===== src/rtl/burst_seq_pkg.sv =====
package burst_seq_pkg;
  typedef enum logic [2:0] {
    LEN_1    = 3'b000,
    LEN_2    = 3'b001,
    LEN_4    = 3'b010,
    LEN_8    = 3'b011,
    LEN_PAGE = 3'b111
  } len_code_e;

  typedef enum logic {
    ORD_SEQ = 1'b0,
    ORD_ILV = 1'b1
  } order_e;
endpackage


===== src/rtl/burst_mode_dec.sv =====
module burst_mode_dec
  import burst_seq_pkg::*;
#(
  parameter int COL_W = 8
) (
  input  logic [2:0]       len_code_i,
  input  logic             ilv_i,
  output logic             ok_o,
  output logic             full_o,
  output logic [COL_W-1:0] mask_o
);
  always_comb begin
    ok_o   = 1'b0;
    full_o = 1'b0;
    mask_o = '0;
    case (len_code_e'(len_code_i))
      LEN_1:    ok_o = 1'b1;
      LEN_2:    begin ok_o = 1'b1; mask_o = COL_W'(1); end
      LEN_4:    begin ok_o = 1'b1; mask_o = COL_W'(3); end
      LEN_8:    begin ok_o = 1'b1; mask_o = COL_W'(7); end
      LEN_PAGE: begin
        ok_o   = (order_e'(ilv_i) == ORD_SEQ);
        full_o = 1'b1;
        mask_o = '1;
      end
      default:  ok_o = 1'b0;
    endcase
  end
endmodule


===== src/rtl/burst_beat_ctr.sv =====
module burst_beat_ctr #(
  parameter int COL_W = 8
) (
  input  logic             clk_i,
  input  logic             rst_ni,
  input  logic             launch_i,
  input  logic [COL_W-1:0] col_i,
  input  logic [COL_W-1:0] mask_i,
  input  logic             full_i,
  input  logic             ilv_i,
  input  logic             stop_i,
  output logic             busy_o,
  output logic             last_o,
  output logic [COL_W-1:0] base_o,
  output logic [COL_W-1:0] idx_o,
  output logic [COL_W-1:0] mask_o,
  output logic             full_o,
  output logic             ilv_o
);
  logic             busy_q, full_q, ilv_q;
  logic [COL_W-1:0] base_q, idx_q, mask_q;
  logic             at_end;

  assign at_end = !full_q && (idx_q == mask_q);

  always_ff @(posedge clk_i or negedge rst_ni) begin
    if (!rst_ni) begin
      busy_q <= 1'b0;
      full_q <= 1'b0;
      ilv_q  <= 1'b0;
      base_q <= '0;
      idx_q  <= '0;
      mask_q <= '0;
    end else if (launch_i) begin
      busy_q <= 1'b1;
      base_q <= col_i;
      idx_q  <= '0;
      mask_q <= mask_i;
      full_q <= full_i;
      ilv_q  <= ilv_i;
    end else if (busy_q) begin
      if (stop_i || at_end) busy_q <= 1'b0;
      idx_q <= idx_q + COL_W'(1);
    end
  end

  assign busy_o = busy_q;
  assign last_o = busy_q && at_end;
  assign base_o = base_q;
  assign idx_o  = idx_q;
  assign mask_o = mask_q;
  assign full_o = full_q;
  assign ilv_o  = ilv_q;

  // final beat only inside a burst and never in full-page mode
  a_r7_last_in_burst: assert property (@(posedge clk_i) disable iff (!rst_ni)
    last_o |-> (busy_o && !full_o));
endmodule


===== src/rtl/burst_col_map.sv =====
module burst_col_map #(
  parameter int COL_W = 8
) (
  input  logic [COL_W-1:0] base_i,
  input  logic [COL_W-1:0] idx_i,
  input  logic [COL_W-1:0] mask_i,
  input  logic             ilv_i,
  output logic [COL_W-1:0] col_o
);
  logic [COL_W-1:0] sum;
  assign sum = base_i + idx_i;

  // bits above the mask keep the start column; bits inside wrap or XOR
  for (genvar b = 0; b < COL_W; b++) begin : g_bit
    assign col_o[b] = !mask_i[b] ? base_i[b]
                    : (ilv_i ? (base_i[b] ^ idx_i[b]) : sum[b]);
  end
endmodule


===== src/rtl/sdram_burst_seq.sv =====
module sdram_burst_seq #(
  parameter int COL_W = 8
) (
  input  logic             clk_i,
  input  logic             rst_ni,
  input  logic [2:0]       len_code_i,
  input  logic             ilv_i,
  input  logic             start_i,
  input  logic [COL_W-1:0] start_col_i,
  input  logic             stop_i,
  output logic             mode_ok_o,
  output logic             busy_o,
  output logic [COL_W-1:0] col_o,
  output logic             last_o
);
  logic             dec_full;
  logic [COL_W-1:0] dec_mask;
  logic             launch;
  logic [COL_W-1:0] base, idx, mask;
  logic             full, ilv;

  burst_mode_dec #(.COL_W(COL_W)) u_dec (
    .len_code_i(len_code_i),
    .ilv_i     (ilv_i),
    .ok_o      (mode_ok_o),
    .full_o    (dec_full),
    .mask_o    (dec_mask)
  );

  assign launch = start_i && mode_ok_o;

  burst_beat_ctr #(.COL_W(COL_W)) u_ctr (
    .clk_i   (clk_i),
    .rst_ni  (rst_ni),
    .launch_i(launch),
    .col_i   (start_col_i),
    .mask_i  (dec_mask),
    .full_i  (dec_full),
    .ilv_i   (ilv_i),
    .stop_i  (stop_i),
    .busy_o  (busy_o),
    .last_o  (last_o),
    .base_o  (base),
    .idx_o   (idx),
    .mask_o  (mask),
    .full_o  (full),
    .ilv_o   (ilv)
  );

  burst_col_map #(.COL_W(COL_W)) u_map (
    .base_i(base),
    .idx_i (idx),
    .mask_i(mask),
    .ilv_i (ilv),
    .col_o (col_o)
  );

  a_r3_start_col: assert property (@(posedge clk_i) disable iff (!rst_ni)
    launch |=> (busy_o && col_o == $past(start_col_i)));

  a_r7_end_after_last: assert property (@(posedge clk_i) disable iff (!rst_ni)
    (last_o && !launch) |=> !busy_o);

  a_r8_stop_ends: assert property (@(posedge clk_i) disable iff (!rst_ni)
    (busy_o && stop_i && !launch) |=> !busy_o);

  a_r10_reserved_idle: assert property (@(posedge clk_i) disable iff (!rst_ni)
    (!busy_o && start_i && !mode_ok_o) |=> !busy_o);

  a_r6_page_step: assert property (@(posedge clk_i) disable iff (!rst_ni)
    (busy_o && full && !stop_i && !launch) |=>
      (busy_o && col_o == COL_W'($past(col_o) + 1'b1)));

  // sequential wrap keeps the bits above the burst group
  a_r4_group_fixed: assert property (@(posedge clk_i) disable iff (!rst_ni)
    (busy_o && !full && !ilv && !stop_i && !last_o && !launch) |=>
      (busy_o && ((col_o & ~mask) == ($past(col_o) & ~$past(mask)))));
endmodule


===== config.mk =====
export PLATFORM = sky130hd
export DESIGN_NAME = sdram_burst_seq
export DESIGN_NICKNAME = d
export VERILOG_FILES = /design/src/rtl/burst_seq_pkg.sv /design/src/rtl/burst_mode_dec.sv /design/src/rtl/burst_beat_ctr.sv /design/src/rtl/burst_col_map.sv /design/src/rtl/sdram_burst_seq.sv
export SDC_FILE = /design/constraint.sdc
export NUM_CORES = 1
export LEC_CHECK = 0
export BUFFER_PORTS_ARGS = -buffer_cell sky130_fd_sc_hd__buf_2
export CAP_MARGIN = 15
export CORE_ASPECT_RATIO = 0.8
export CORE_MARGIN = 4
export CORE_UTILIZATION = 50
export DETAILED_ROUTE_END_ITERATION = 6
export GPL_TIMING_DRIVEN = 0
export PLACE_DENSITY_LB_ADDON = 0.15
export SLEW_MARGIN = 5
export SYNTH_ARGS = -nofsm -noshare
export SYNTH_HDL_FRONTEND = slang
export SYNTH_SLANG_ARGS = --single-unit

===== constraint.sdc =====
create_clock -name clk_i -period 2 [get_ports clk_i]
set_input_delay 0.1 -clock clk_i [delete_from_list [all_inputs] [get_ports clk_i]]
set_output_delay 0.1 -clock clk_i [all_outputs]
set_load 0.005 [all_outputs]

# == Word level (Yosys, flattened, before mapping) ==
# Index checks and enable logic that the tools add are counted.
# word_totals
ff_bits,27
latch_bits,0
ramBits,0
mem_bits_ro,0
out_inout_bits,11
elab_cells,54
n_memories,0
# classes
add_sub_neg,2
multipliers,0
div_mod_pow,0
n_lt_le_gt_ge,0
eq_ne,5
n_shift,0
muxes,24
n_bitwise,9
n_reduce_logical,8
# op_table
op,count
$pmux 8 s4,1
$mux 1,20
$mux 8,2
$add 8x1->8 const B,1
$add 8x8->8,1
$eq 8x8->1,1
$xor 1x1->1,8
$eq 3x2->1 const B,2
$reduce_or 4->1,1
$eq 3x1->1 const B,1
$eq 3x3->1 const B,1
$logic_and 1x1->1,3
$logic_not 3->1,1
$pmux 1 s2,1
$reduce_bool 2->1,1
$logic_not 1->1,1
$logic_or 1x1->1,1
$not 1->1,1

# == Depth between registers and ports, before layout ==
# depth
depth_word,6
mapped_depth,7
ltp_nobuf,7

# == Cells and area by module ==
# A second synthesis with hierarchy kept.
# unflattened
hier_cells,163
hier_area_um2,1695.4
# by_module_without_submodules
mod,n_inst,cells_each,area_each_um2,seq_area_each_um2
burst_beat_ctr,1,93,1194.9,675.6
burst_col_map,1,56,407.9,0.0
burst_mode_dec,1,13,86.3,0.0
sdram_burst_seq,1,1,6.3,0.0

# == Worst setup path after synthesis ==
# No wires, ideal clock.
# synth_path
path_type,register to output
start,register u_ctr.idx_q[0] (netlist: u_ctr.idx_o[0])
end,output port col_o[6]
arrival_ps,1721
required_time_ps,1900
slack_ps,179
path_stages_with_launch,8
path_buffers,0
cell_sequence,dfrtp_1 ha_1 fa_1 a21o_1 a21oi_1 a2bb2oi_1 nand4b_1 o211ai_1
# synth_via
elab_chain_len,3
# synth_lines
item,line,text
start: declaration,burst_beat_ctr.sv:21,"logic [COL_W-1:0] base_q, idx_q, mask_q;"
start signal: assignment,burst_beat_ctr.sv:43,idx_q <= idx_q + COL_W'(1);
$add 8x8->8,burst_col_map.sv:11,assign sum = base_i + idx_i;
$mux 1,burst_col_map.sv:16,: (ilv_i ? (base_i[b] ^ idx_i[b]) : sum[b]);
$mux 1,burst_col_map.sv:15,assign col_o[b] = !mask_i[b] ? base_i[b]
end: declaration,sdram_burst_seq.sv:13,"output logic [COL_W-1:0] col_o,"
# No other way between the ends.

# == Final worst setup path ==
# layout_path
start,register u_ctr.base_q[0] (netlist: u_ctr.base_o[0])
end,output port col_o[6]
# layout_via
elab_chain_len,3
# layout_lines
item,line,text
start: declaration,burst_beat_ctr.sv:21,
start signal: assignment,burst_beat_ctr.sv:36,base_q <= col_i;
$add 8x8->8,burst_col_map.sv:11,
$mux 1,burst_col_map.sv:16,
$mux 1,burst_col_map.sv:15,
# No other way between the ends.

==> flow_metrics.env <==
export IMPL_synth_avg_cell_area_um2=8.67
export IMPL_grt_first_pass_wirelength_mm=5.95
export IMPL_hold_class="primary input to flip-flop"
export IMPL_worst_skew_pair_late_latency_ps=330
export IMPL_worstPathCellList="ha_2 -> fa_2 -> a21o_1 -> a21oi_2 -> a2bb2oi_2 -> nand4b_1 -> o211ai_1 -> buf_2"
export IMPL_layout_setup_ws_ps=-269
export IMPL_globalRouteOverflowTotal=0
export IMPL_cap_violations=0
export IMPL_dp_worst_setup_slack_ps=-110
export IMPL_design_power_total_mw=1.46
export IMPL_layout_commonest_cell="nand2_1"
export IMPL_routed_wire_length_mm=3.59
export IMPL_layout_cells_most_common_list="nand2_1, buf_2, dfrtp_1, nor2_1, dlygate4sd3_1"
export IMPL_max_clock_freq_ghz=0.441
export IMPL_ys_seq_elements=23
export IMPL_cts_buffer_depth=2
export IMPL_setup_tns_final_ps=-887
export IMPL_cts_inserted_buffers=3
export IMPL_syn_instance_count=166
export IMPL_irDropWorstVdd_mv=0.601
export IMPL_place_hpwl_mm=2.32
export IMPL_share_of_the_cycle_needed_by_the_critical_path_after_routing=1.13
export IMPL_die_h_um=56.0
export IMPL_critPathMaxStageDelay_ps=410
export IMPL_power_per_cell_area_nw_per_um2=767
export IMPL_drive_gt1_frac=0.296
export IMPL_worstPathMaxFanout=2
export IMPL_place_port_buffers=26
export IMPL_failed_checks="setup timing"
export IMPL_drt_antenna_violating_nets=0
export IMPL_dieArea_um2=3810
export IMPL_cp_start_kind="flip-flop"
export IMPL_worst_path_buf_inv=1
export IMPL_run_status="finished with violations"
export IMPL_cts_tree="yes"
export IMPL_number_of_distinct_standard_cells_referenced_by_the_synthesized_netlist=39
export IMPL_synthesis_nets=191
export IMPL_total_routing_resource_utilization_after_global_routing=0.203
export IMPL_num_io_pins=27
export IMPL_path_class="flip-flop to output port"
export IMPL_worst_ep_arrival_time_ps=2170
export IMPL_vias=1335
export IMPL_core_area_um2=2770
export IMPL_gpl_final_weighted_congestion=0.804
export IMPL_antenna_diode_count=0
export IMPL_hold_ws_ps=30.5
export IMPL_synth_warnings=0
export IMPL_wl_per_cell_um=14.1
export IMPL_final_net_count=242
export IMPL_timing_clock_skew_ps=2.84
export IMPL_htree_levels=1
export IMPL_worst_slew_margin_rel=0.646
export IMPL_worst_ep_required_time_ps=1900
export IMPL_rows=17
export IMPL_leakage_nw=0.932
export IMPL_clk_transition_reported_paths_ps=140
export IMPL_mappedNetlistArea_um2=1440
export IMPL_worst_pin_slew_ps=530
export IMPL_drt_vias_per_instance=5.26
export IMPL_initial_standard_cell_utilization_of_the_core=0.520
export IMPL_stdcell_count=254
export IMPL_die_width_um=68.0
export IMPL_setup_violations_final=5
export IMPL_seq_area_frac_synth=0.400
export IMPL_critical_path_slowest_cell="dfrtp_1"
export IMPL_tritoncts_num_sinks=23
export IMPL_clock_root_buffer="clkbuf_4"
export IMPL_drc=0
export IMPL_final_hold_violation_count=0
export IMPL_grt_start_max_net_pins=24
export IMPL_critPathCaptureType="output port"
export IMPL_first_global_vias=1298
export IMPL_grt_setup_unrepaired="true"
export IMPL_maxSlewViolCount=0
export IMPL_timing_critical_path_max_delay_family="compound AO/OA/AOI/OAI gates"
export IMPL_area_growth_pct=32.5
export IMPL_drt_first_pass_iters=4
export IMPL_detailedRoute_firstIterationViolations=59
export IMPL_period_needed_ps=2270
export IMPL_grt_antenna_before_repair=0
export IMPL_placed_cells_incl_taps=230
sequential cells by signal, indices dropped and copies added, names as in the netlist:
signal	cells
u_ctr.base_o	8
u_ctr.idx_o	8
u_ctr.ilv_o	1
u_ctr.busy_o	1
u_ctr.mask_o	4
u_ctr.full_o	1
per-layer routing:
layer  vias to the layer above  global-route usage  part of all wire
met2                        32               0.339              0.49
met3                         9              0.0485             0.042
met4                         0              0.0312             0.017
li1                        669                   -                 -
met1                       625               0.269              0.45
met5                         -                   0                 0
area by class of cell:
class                      instances  area (µm²)
sequential                        23         582
buffer                             6        38.8
clock buffer                       3        22.5
timing repair buffer              46         325
clock inverter                     1        5.00
multi-input combinational        133         871
inverter                           4        15.0
fill                             220         858
tap                               38        47.5
worst paths after layout:
| path | start | endpoint | slack (ps) | cells past startpoint |
|---|---|---|---|---|
| max in group asynchronous | rst_ni | u_ctr.base_o[1]$_DFFE_PN0P_ | 1350 | 2 |
| setup reg to reg | u_ctr.idx_o[3]$_DFFE_PN0P_ | u_ctr.busy_o$_DFF_PN0_ | 310 | 6 |
| min in group asynchronous | rst_ni | u_ctr.busy_o$_DFF_PN0_ | 260 | 2 |
| setup / recovery | u_ctr.base_o[0]$_DFFE_PN0P_ | col_o[6] | -270 | 8 |
| hold / removal | len_code_i[1] | u_ctr.mask_o[1]$_DFFE_PN0P_ | 30 | 3 |
| hold reg to reg | u_ctr.base_o[7]$_DFFE_PN0P_ | u_ctr.base_o[7]$_DFFE_PN0P_ | 530 | 2 |
Yosys cell counts:
cell,count,share of area
nor2b_1,2,0.0087
nand4_1,2,0.0087
inv_1,4,0.010
nor4bb_1,1,0.0070
buf_6,2,0.016
o211ai_1,2,0.010
fa_1,1,0.014
a2bb2oi_1,2,0.012
nor3_2,1,0.0070
dfrtp_1,23,0.40
or3b_2,1,0.0061
xor2_1,8,0.049
mux2_2,1,0.0078
o21ai_0,7,0.024
a21o_1,2,0.010
a21oi_1,8,0.028
o21ai_1,2,0.0070
mux2i_1,2,0.014
nand4b_1,1,0.0061
clkbuf_1,3,0.0078
nor4_1,1,0.0044
a211oi_1,1,0.0052
nand2_1,42,0.11
o21a_1,1,0.0052
o21bai_1,1,0.0052
and2_2,1,0.0052
a31oi_1,1,0.0044
xnor2_1,6,0.037
or4_1,1,0.0052
buf_2,1,0.0035
nor2_1,17,0.044
and4_2,1,0.0070
a31o_1,1,0.0061
nor3b_1,1,0.0052
or3_1,2,0.0087
ha_1,8,0.070
a311oi_1,1,0.0061
nand3_1,3,0.010
and3_1,1,0.0044
per-stage QoR:
step | cell area [µm²] | util
global placement | 1620 | 0.585
floorplan | 1440 | -
CTS | 1860 | 0.673
global route | 1910 | 0.690
detailed placement | 1620 | 0.585
finish | 1910 | 0.690
worst register-to-register path, delay by kind of cell, from the launching register on:
family                 cells  cell delay, ps
and+or+nand+nor            2             620
DFF                        1             450
AOI/OAI and AO/OA          2             290
buffers and inverters      2             230
cells by family after synthesis:
| logic type | count (synthesis) | synth area share |
|---|---|---|
| simple gates | 78 | 0.248 |
| compound gates | 29 | 0.124 |
| flops | 23 | 0.400 |
| xor+xnor | 14 | 0.0852 |
| buf+inv | 10 | 0.0374 |
| fa+ha+maj | 9 | 0.0835 |
| mux | 3 | 0.0217 |
power breakdown:
part | internal (mW) | switching, mW | total, mW
registers | 0.530 | 0.0644 | 0.594
clock network | 0.0753 | 0.161 | 0.236
logic | 0.328 | 0.304 | 0.632
total | 0.933 | 0.529 | 1.46
repair_timing:
item / in CTS / in global routing
setup buffers: 8 / 2
gates resized for setup: 12 / 8
endpoints found under the hold margin: 32 / 0
setup endpoints to repair: 6 / 8
pin swaps: 6 / 9
hold buffers: 10 / 0
cloned: 0 / 0
No activity file was read; power rests on OpenSTA's default activity.
